==> src/rtl/pll_search_pkg.sv <==
package pll_search_pkg;

  localparam int FREQ_LO     = 8000;
  localparam int FREQ_HI     = 15938;
  localparam int VCO_FLOOR   = FREQ_LO * 8;
  localparam int REF_SCALED  = 938356;
  localparam int N_OFF       = 8;
  localparam int M_OFF       = 2;
  localparam int K_STEPS     = 3;

  function automatic logic [15:0] clamp_freq(input logic [15:0] t);
    if (t < 16'(FREQ_LO)) return 16'(FREQ_LO);
    if (t > 16'(FREQ_HI)) return 16'(FREQ_HI);
    return t;
  endfunction

  function automatic logic [15:0] scale_cmp(input logic [15:0] t);
    logic [31:0] w;
    w = (32'(t) * 32'd256) / 32'd100;
    return w[15:0];
  endfunction

  function automatic logic [1:0] post_exp(input logic [15:0] t);
    logic [31:0] v;
    logic [1:0]  k;
    v = 32'(t);
    k = 2'd0;
    for (int i = 0; i < K_STEPS; i++) begin
      if (v < 32'(VCO_FLOOR)) begin
        v = v << 1;
        k = k + 2'd1;
      end
    end
    return k;
  endfunction

  function automatic logic [31:0] abs_gap(input logic [31:0] a, input logic [31:0] b);
    return (a > b) ? (a - b) : (b - a);
  endfunction

  function automatic logic [15:0] pack_word(input logic [1:0] k, input logic [5:0] m,
                                            input logic [7:0] n);
    return {n, k, m};
  endfunction

endpackage

==> src/rtl/pll_restoring_div.sv <==
module pll_restoring_div #(
  parameter int NW = 28,
  parameter int DW = 17
) (
  input  logic          clk,
  input  logic          rst_n,
  input  logic          load,
  input  logic [NW-1:0] num,
  input  logic [DW-1:0] den,
  output logic [NW-1:0] quo,
  output logic          fin
);
  localparam int CW = $clog2(NW + 1);

  logic [NW-1:0] q;
  logic [DW:0]   r;
  logic [CW-1:0] cnt;
  logic          run;
  logic [DW+1:0] shifted;
  logic [DW+1:0] trial;

  assign shifted = {r, q[NW-1]};
  assign trial   = shifted - {2'b00, den};
  assign quo     = q;

  always_ff @(posedge clk or negedge rst_n) begin
    if (!rst_n) begin
      q   <= '0;
      r   <= '0;
      cnt <= '0;
      run <= 1'b0;
      fin <= 1'b0;
    end else begin
      fin <= 1'b0;
      if (load) begin
        q   <= num;
        r   <= '0;
        cnt <= CW'(NW);
        run <= 1'b1;
      end else if (run) begin
        if (shifted >= {2'b00, den}) begin
          r <= trial[DW:0];
          q <= {q[NW-2:0], 1'b1};
        end else begin
          r <= shifted[DW:0];
          q <= {q[NW-2:0], 1'b0};
        end
        cnt <= cnt - CW'(1);
        if (cnt == CW'(1)) begin
          run <= 1'b0;
          fin <= 1'b1;
        end
      end
    end
  end
endmodule

==> src/rtl/pll_best_keep.sv <==
module pll_best_keep (
  input  logic        clk,
  input  logic        rst_n,
  input  logic        clr,
  input  logic        ev,
  input  logic [31:0] err,
  input  logic [5:0]  m_in,
  input  logic [7:0]  n_in,
  output logic        improve,
  output logic [31:0] best_diff,
  output logic [5:0]  best_m,
  output logic [7:0]  best_n
);
  assign improve = ev && (err < best_diff);

  always_ff @(posedge clk or negedge rst_n) begin
    if (!rst_n) begin
      best_diff <= '1;
      best_m    <= '0;
      best_n    <= '0;
    end else if (clr) begin
      best_diff <= '1;
      best_m    <= '0;
      best_n    <= '0;
    end else if (improve) begin
      best_diff <= err;
      best_m    <= m_in;
      best_n    <= n_in;
    end
  end
endmodule

==> src/rtl/pll_nearest_search.sv <==
module pll_nearest_search
  import pll_search_pkg::*;
#(
  parameter int M_MIN = 2,
  parameter int M_MAX = 30,
  parameter int N_MIN = 35,
  parameter int N_MAX = 248
) (
  input  logic        clk,
  input  logic        rst_n,
  input  logic        start,
  input  logic [15:0] target_freq,
  output logic        busy,
  output logic        done,
  output logic [15:0] prog_word
);
  localparam int NUM_W = $clog2(REF_SCALED * (N_MAX + N_OFF) + 1);
  localparam int DEN_W = $clog2((256 << K_STEPS) * (M_MAX + M_OFF) + 1);

  typedef enum logic [1:0] {S_IDLE, S_LOAD, S_WAIT, S_DONE} st_t;

  st_t              state;
  logic [1:0]       k_r;
  logic [15:0]      cmp_r;
  logic [5:0]       m_cur;
  logic [7:0]       n_cur;
  logic             accept;
  logic             div_load;
  logic             div_fin;
  logic [NUM_W-1:0] f_out;
  logic [NUM_W-1:0] num_w;
  logic [DEN_W-1:0] den_w;
  logic             cand_ev;
  logic             last_cand;
  logic             improve;
  logic [31:0]      cand_err;
  logic [31:0]      best_diff;
  logic [5:0]       best_m;
  logic [7:0]       best_n;
  logic [15:0]      clamped;

  assign clamped   = clamp_freq(target_freq);
  assign accept    = start && (state == S_IDLE);
  assign busy      = (state != S_IDLE);
  assign div_load  = (state == S_LOAD);
  assign cand_ev   = (state == S_WAIT) && div_fin;
  assign last_cand = (m_cur == 6'(M_MAX)) && (n_cur == 8'(N_MAX));
  assign num_w     = NUM_W'(REF_SCALED * (int'(n_cur) + N_OFF));
  assign den_w     = DEN_W'((int'(m_cur) + M_OFF) << (8 + int'(k_r)));
  assign cand_err  = abs_gap(32'(cmp_r), 32'(f_out));

  pll_restoring_div #(.NW(NUM_W), .DW(DEN_W)) u_div (
    .clk  (clk),
    .rst_n(rst_n),
    .load (div_load),
    .num  (num_w),
    .den  (den_w),
    .quo  (f_out),
    .fin  (div_fin)
  );

  pll_best_keep u_best (
    .clk      (clk),
    .rst_n    (rst_n),
    .clr      (accept),
    .ev       (cand_ev),
    .err      (cand_err),
    .m_in     (m_cur),
    .n_in     (n_cur),
    .improve  (improve),
    .best_diff(best_diff),
    .best_m   (best_m),
    .best_n   (best_n)
  );

  always_ff @(posedge clk or negedge rst_n) begin
    if (!rst_n) begin
      state     <= S_IDLE;
      k_r       <= '0;
      cmp_r     <= '0;
      m_cur     <= '0;
      n_cur     <= '0;
      done      <= 1'b0;
      prog_word <= '0;
    end else begin
      done <= 1'b0;
      case (state)
        S_IDLE: if (accept) begin
          k_r   <= post_exp(clamped);
          cmp_r <= scale_cmp(clamped);
          m_cur <= 6'(M_MIN);
          n_cur <= 8'(N_MIN);
          state <= S_LOAD;
        end
        S_LOAD: state <= S_WAIT;
        S_WAIT: if (div_fin) begin
          if (last_cand) begin
            state <= S_DONE;
          end else begin
            if (n_cur == 8'(N_MAX)) begin
              n_cur <= 8'(N_MIN);
              m_cur <= m_cur + 6'd1;
            end else begin
              n_cur <= n_cur + 8'd1;
            end
            state <= S_LOAD;
          end
        end
        S_DONE: begin
          prog_word <= pack_word(k_r, best_m, best_n);
          done      <= 1'b1;
          state     <= S_IDLE;
        end
        default: state <= S_IDLE;
      endcase
    end
  end
endmodule

==> config.mk <==
export PLATFORM = sky130hd
export DESIGN_NAME = pll_nearest_search
export DESIGN_NICKNAME = d
export VERILOG_FILES = /design/src/rtl/pll_search_pkg.sv /design/src/rtl/pll_restoring_div.sv /design/src/rtl/pll_best_keep.sv /design/src/rtl/pll_nearest_search.sv
export SDC_FILE = /design/constraint.sdc
export NUM_CORES = 1
export LEC_CHECK = 0
export BUFFER_PORTS_ARGS = -buffer_cell sky130_fd_sc_hd__buf_2
export CORE_AREA = 2 2 146 177
export CTS_CLUSTER_DIAMETER = 50
export CTS_CLUSTER_SIZE = 30
export DETAILED_ROUTE_END_ITERATION = 8
export DIE_AREA = 0 0 148 179
export PLACE_DENSITY_LB_ADDON = 0.05
export SLEW_MARGIN = 10
export SYNTH_ARGS = -nofsm -noshare
export SYNTH_HDL_FRONTEND = slang
export SYNTH_SLANG_ARGS = --single-unit
export TNS_END_PERCENT = 1
==> constraint.sdc <==
create_clock -name clk -period 7.25 [get_ports clk]
set_clock_uncertainty 0.1 [all_clocks]
set_input_delay 0 -clock clk [delete_from_list [all_inputs] [get_ports clk]]
set_output_delay 0 -clock clk [all_outputs]
set_load 0.01 [all_outputs]
Yosys cells after proc, flatten, opt, wreduce, memory -nomap -nowiden
Cells that the tools add are included.
{"block": "word_totals", "ff_bits": 150, "inputBits": 19, "wordCells": 116}
{"block": "classes", "n_addsub": 11, "multipliers": 1, "div_mod_pow": 1, "order_cmp": 8, "n_eq_ne": 10, "shift": 1, "n_mux": 56, "n_reduce_logical": 13}
{"op": "32-bit 2-to-1 mux", "n": 8}
{"op": "32-bit by 16-bit less-than comparator with 1-bit output, second input constant", "n": 2}
{"op": "16-bit 2-to-1 mux", "n": 4}
{"op": "28-bit 2-to-1 mux", "n": 2}
{"op": "18-bit 2-to-1 mux", "n": 3}
{"op": "8-bit 2-to-1 mux", "n": 6}
{"op": "6-bit 2-to-1 mux", "n": 6}
{"op": "24-bit by 7-bit divider with 32-bit output, second input constant", "n": 1}
{"op": "32-bit less-than comparator", "n": 1}
{"op": "16-bit by 28-bit subtractor with 29-bit output", "n": 1}
{"op": "28-bit by 16-bit subtractor with 29-bit output", "n": 1}
{"op": "16-bit by 28-bit > comparator with 1-bit output", "n": 1}
{"op": "18-bit by 9-bit multiplier with 26-bit output, first input constant", "n": 1}
{"op": "19-bit by 17-bit >= comparator with 1-bit output", "n": 1}
{"op": "2-bit 2-to-1 mux", "n": 9}
{"op": "18-bit by 17-bit subtractor with 18-bit output", "n": 1}
{"op": "17-bit 2-to-1 mux", "n": 1}
{"op": "7-bit by 5-bit left shift with 17-bit output", "n": 1}
{"op": "16-bit by 14-bit > comparator with 1-bit output, second input constant", "n": 1}
{"op": "16-bit by 13-bit less-than comparator with 1-bit output, second input constant", "n": 1}
{"op": "16-bit less-than comparator, second input constant", "n": 1}
{"op": "8-bit case mux with 2 select lines", "n": 1}
{"op": "1-bit 2-to-1 mux", "n": 12}
{"op": "6-bit case mux with 2 select lines", "n": 1}
{"op": "other kinds (22)", "n": 34}

Longest topological paths before layout
{"block": "logic_depth", "depth_word": 15, "mapped_depth": 59, "ltp_nobuf": 53}

Cells and area by module
From an unflattened synthesis, not the netlist that was laid out.
{"block": "hier_totals", "cells_unflattened": 2116, "area_unflattened_um2": 17531.8}
{"module": "pll_nearest_search", "n_inst": 1, "cells_each": 1441, "area_each_um2": 11149.4, "seq_area_each_um2": 1276.2}
{"module": "pll_restoring_div", "n_inst": 1, "cells_each": 370, "area_each_um2": 3410.8, "seq_area_each_um2": 1326.3}
{"module": "pll_best_keep", "n_inst": 1, "cells_each": 305, "area_each_um2": 2971.6, "seq_area_each_um2": 1191.1}

Worst setup path before layout
No wires, ideal clock.
{"block": "synth_path", "kind": "in2reg", "startpoint": "in target_freq[4]", "endpoint": "reg cmp_r[0]", "setup_ns": 0.139, "t_arrival_ns": 11.437, "required_ns": 7.011, "slack_ns": -4.426, "stages": 54, "path_buffers": 3, "cell_sequence": "o41ai_2 -> a311oi_2 -> or3_4 -> o22a_1 -> o22a_1 -> a21oi_1 -> o21a_2 -> xor2_2 -> mux2i_1 -> mux2_2 -> buf_6 -> nor3_2 -> o21ai_2 -> or4_4 -> o221ai_2 -> a31oi_4 -> o311a_1 -> or2_1 -> [18 not listed] -> nand2_1 -> inv_1 -> nand4_1 -> and2_1 -> nand2_2 -> inv_1 -> ha_1 -> nand2_1 -> nor3_1 -> a22o_1 -> nor3_1 -> ha_1 -> and2_1 -> and4_1 -> nor4_1 -> a22oi_1 -> o2bb2ai_1 -> a41oi_2"}
{"block": "synth_via", "elab_chain_cells": 6}
{"item": "from (decl)", "line": "pll_nearest_search.sv:12", "rtl": "input logic [15:0] target_freq,"}
{"item": "16-bit by 14-bit > comparator with 1-bit output", "line": "pll_search_pkg.sv:13", "rtl": "if (t > 16'(FREQ_HI)) return 16'(FREQ_HI);"}
{"item": "1-bit 2-to-1 mux (2 in series)", "line": "pll_search_pkg.sv:13"}
{"item": "16-bit 2-to-1 mux", "line": "pll_search_pkg.sv:14", "rtl": "return t;"}
{"item": "16-bit 2-to-1 mux (*)", "line": "pll_search_pkg.sv:13"}
{"item": "24-bit by 7-bit divider with 32-bit output (*)", "line": "pll_search_pkg.sv:19", "rtl": "w = (32'(t) * 32'd256) / 32'd100;"}
{"item": "to (signal assigned)", "line": "pll_nearest_search.sv:90", "rtl": "cmp_r <= scale_cmp(clamped);"}
{"item": "to (decl)", "line": "pll_nearest_search.sv:24", "rtl": "logic [15:0] cmp_r;"}
Every way passes the cells marked *; elsewhere a longest branch is shown, timed or not. The select of a mux whose other input is x is not followed.
A chain may end at the register's enable or synchronous reset.

Final worst setup path
{"block": "layout_path", "startpoint": "in target_freq[13]", "endpoint": "reg cmp_r[0]"}
The elaborated chain is that of the path after synthesis.

==> metrics.cfg <==
[outcome]
status=finished with violations
violations=setup timing

[placement]
postPlaceCellArea_sq_um=18600
io_buffers=36
place_congestion=0.945
hpwl_um=34300

[grt]
grt_pass1_vias=15389
grt_first_pass_wirelength_um=72600
grt.overflow.total=0
grt_max_degree=92
grt_antenna_before_repair=0
grt_usage_pct=33.8

[synthesis]
synth_area_per_cell_sq_um=8.30
netlist_instances=1921
ys_ff_latch=147
ys_seq_area_share_pct=23.3
synth_ff_type=dfrtp_1
synthArstFlopShare_pct=100
yosys_warnings=0
netlist-cell-type-count=123
netlist_area_sq_um=15900
synth_edf_count=0

[drt]
dr.pass1.iters=5
top_layer=met4
drt_iter0_markers=832
wl_um=44600
vias_per_cell=6.03
wl_met1_um=17500
wl_met2_um=23700
route.detailed.drc=0
wl_met3_um=1710
routedWlPerCell_um=17.5
route.vias.total=15346
ant_nets=0

[timing]
rsz0062_at_grt=true
finalCritPeriodShare_pct=140
slew_violations=0
setup_tns_ns=-8.74
setup_slack_ns=-2.88
max_slew_margin_pct=44.4
fmax_ghz=0.0987
hold_viol=0
fin_crit_ns=10.13
worst_pin_slew_ns=0.834
setup_viol=5

[clock_network]
clock_latency_ns=0.44
cts_max_path_buffers=2
htree_levels=4
clock-root-buffer=clkbuf_16
clock_sinks=147
numCtsBuffers=17
tritoncts=built
clk_pin_slew_worst_paths_ns=0.06

[critical_path]
cp_slowest_cell=or4_4
worst_ep_arrival_time_ns=10.33
cp_data_required_time_ns=7.45
r2r_slack_ns=0.38
endpoint_kind=register
critPathLaunchType=input pin
reg2reg_from=n_cur[5]
worstPathMaxFanout=8
slowest_delay_ns=0.57
cpMostUsedCell=buf_4
crit_start=target_freq[13]
critPathKind=in -> reg

[min_path]
min_path_type=in -> async

[layout]
drive_gt1_share_pct=25.8
diodes=0
design_area_sq_um=19700
finalNetCount=2412
area_growth_pct=23.4

[floorplanning]
die_w_um=148
start_util_pct=63.8
die_h_um=179
io_pins=37
die-area_sq_um=26500
core_area_sq_um=25000
rows=64

[job]
cap_violations=0

==> final timing paths <==
kind,to,cells after the start
worst max-delay path,cmp_r[0],58
worst min-delay path,u_div.r[6],2
worst max register to register,u_div.quo[26],28
worst min register to register,prog_word[7],2
max in group asynchronous,n_cur[4],3
min in group clk,cmp_r[14],6
==> state kept, by name, summed over array words and instances, names as in the netlist, 5 cells and up <==
register,cells
cmp_r,16
m_cur,6
n_cur,8
prog_word,16
u_best.best_diff,29
u_best.best_m,6
u_best.best_n,8
u_div.cnt,5
u_div.quo,28
u_div.r,18
==> cell usage after synthesis, types with 54 or more instances <==
cell type  instances  area [sq um]
ha_1             150          1880
mux2i_1           69           691
nand2_1          206           773
o21ai_0          137           686
clkbuf_1          54           203
inv_1            173           649
a21oi_1          121           606
xnor2_1           54           473
a21o_1            54           405
dfrtp_1          118          2950
nor2_1           127           477
==> cells in the final DEF (no fill, tap or decap), drive strengths merged, types with 13 or more instances in the layout <==
cell type  count
mux2          24
dfstp         29
mux2i         73
a21oi        125
a31oi         17
or3           20
inv          175
dfrtp        118
fa            41
ha           150
o211ai        17
nor3          32
nand2        209
o21bai        29
buf          341
nor2         129
nand3         43
and3          18
xor2          36
nand4         24
clkbuf        25
xnor2         58
o21ai        148
or2           13
and2          21
a21o          55
nand2b        24
a211oi        31
==> cell families after synthesis <==
kind of cell	count (synthesis)	share of synthesized area, %
buffers and inverters	260	6.85
multiplexers	97	6.37
adder cells (fa/ha/maj)	194	17.1
other	2	0.0471
AND/OR/NAND/NOR	587	18.0
flip-flops	147	23.3
AO/OA/AOI/OAI	539	22.8
XOR/XNOR	95	5.54
==> stage by stage <==
step / hold WS, ns / std cells / setup WS, ns / util [%]
final: 0.105 / 2545 / -2.88 / 78.7
after global routing: 0.187 / 2545 / -3.34 / 78.7
after CTS: 0.137 / 2543 / -2.67 / 78.3
after detailed placement: 0.0290 / 2494 / -3.45 / 74.4
after global placement: 0.0250 / 2494 / -3.22 / 74.4
after floorplan: -0.396 / 1923 / -3.44 / -
==> repair_timing <==
action                                 4_1_cts  5_1_grt
resized for setup                           45       24
hold buffers                                 2        0
pin swaps                                   36       14
setup endpoints to repair                    5       50
buffers inserted                            15        1
endpoints found under the hold margin       86        0
==> layer usage <==
layer	vias to the layer above	global-route usage, %
li1	7361	-
met1	7394	37.7
met2	457	63.3
met3	134	4.22
met4	0	16.4
met5	-	0
==> area by class of cell <==
type | count | area, sq um
clock buffers | 23 | 478
clock inverters | 9 | 131
fillers | 1809 | 5310
inverters | 175 | 669
multi-input cells | 1516 | 11700
flip-flops and latches | 147 | 3720
well taps | 330 | 413
repair buffers | 345 | 2530
==> critical path: cells and delay by family <==
kind	cells	cell delay, ns
AO/OA/AOI/OAI	15	2.82
XOR/XNOR	1	0.18
adder cells (fa/ha/maj)	5	1.15
buffers and inverters	11	1.33
multiplexers	5	1.45
AND/OR/NAND/NOR	21	3.40
Power is not shown: default switching activity piles up to over one toggle a cycle in this logic, so the estimate is an artifact.
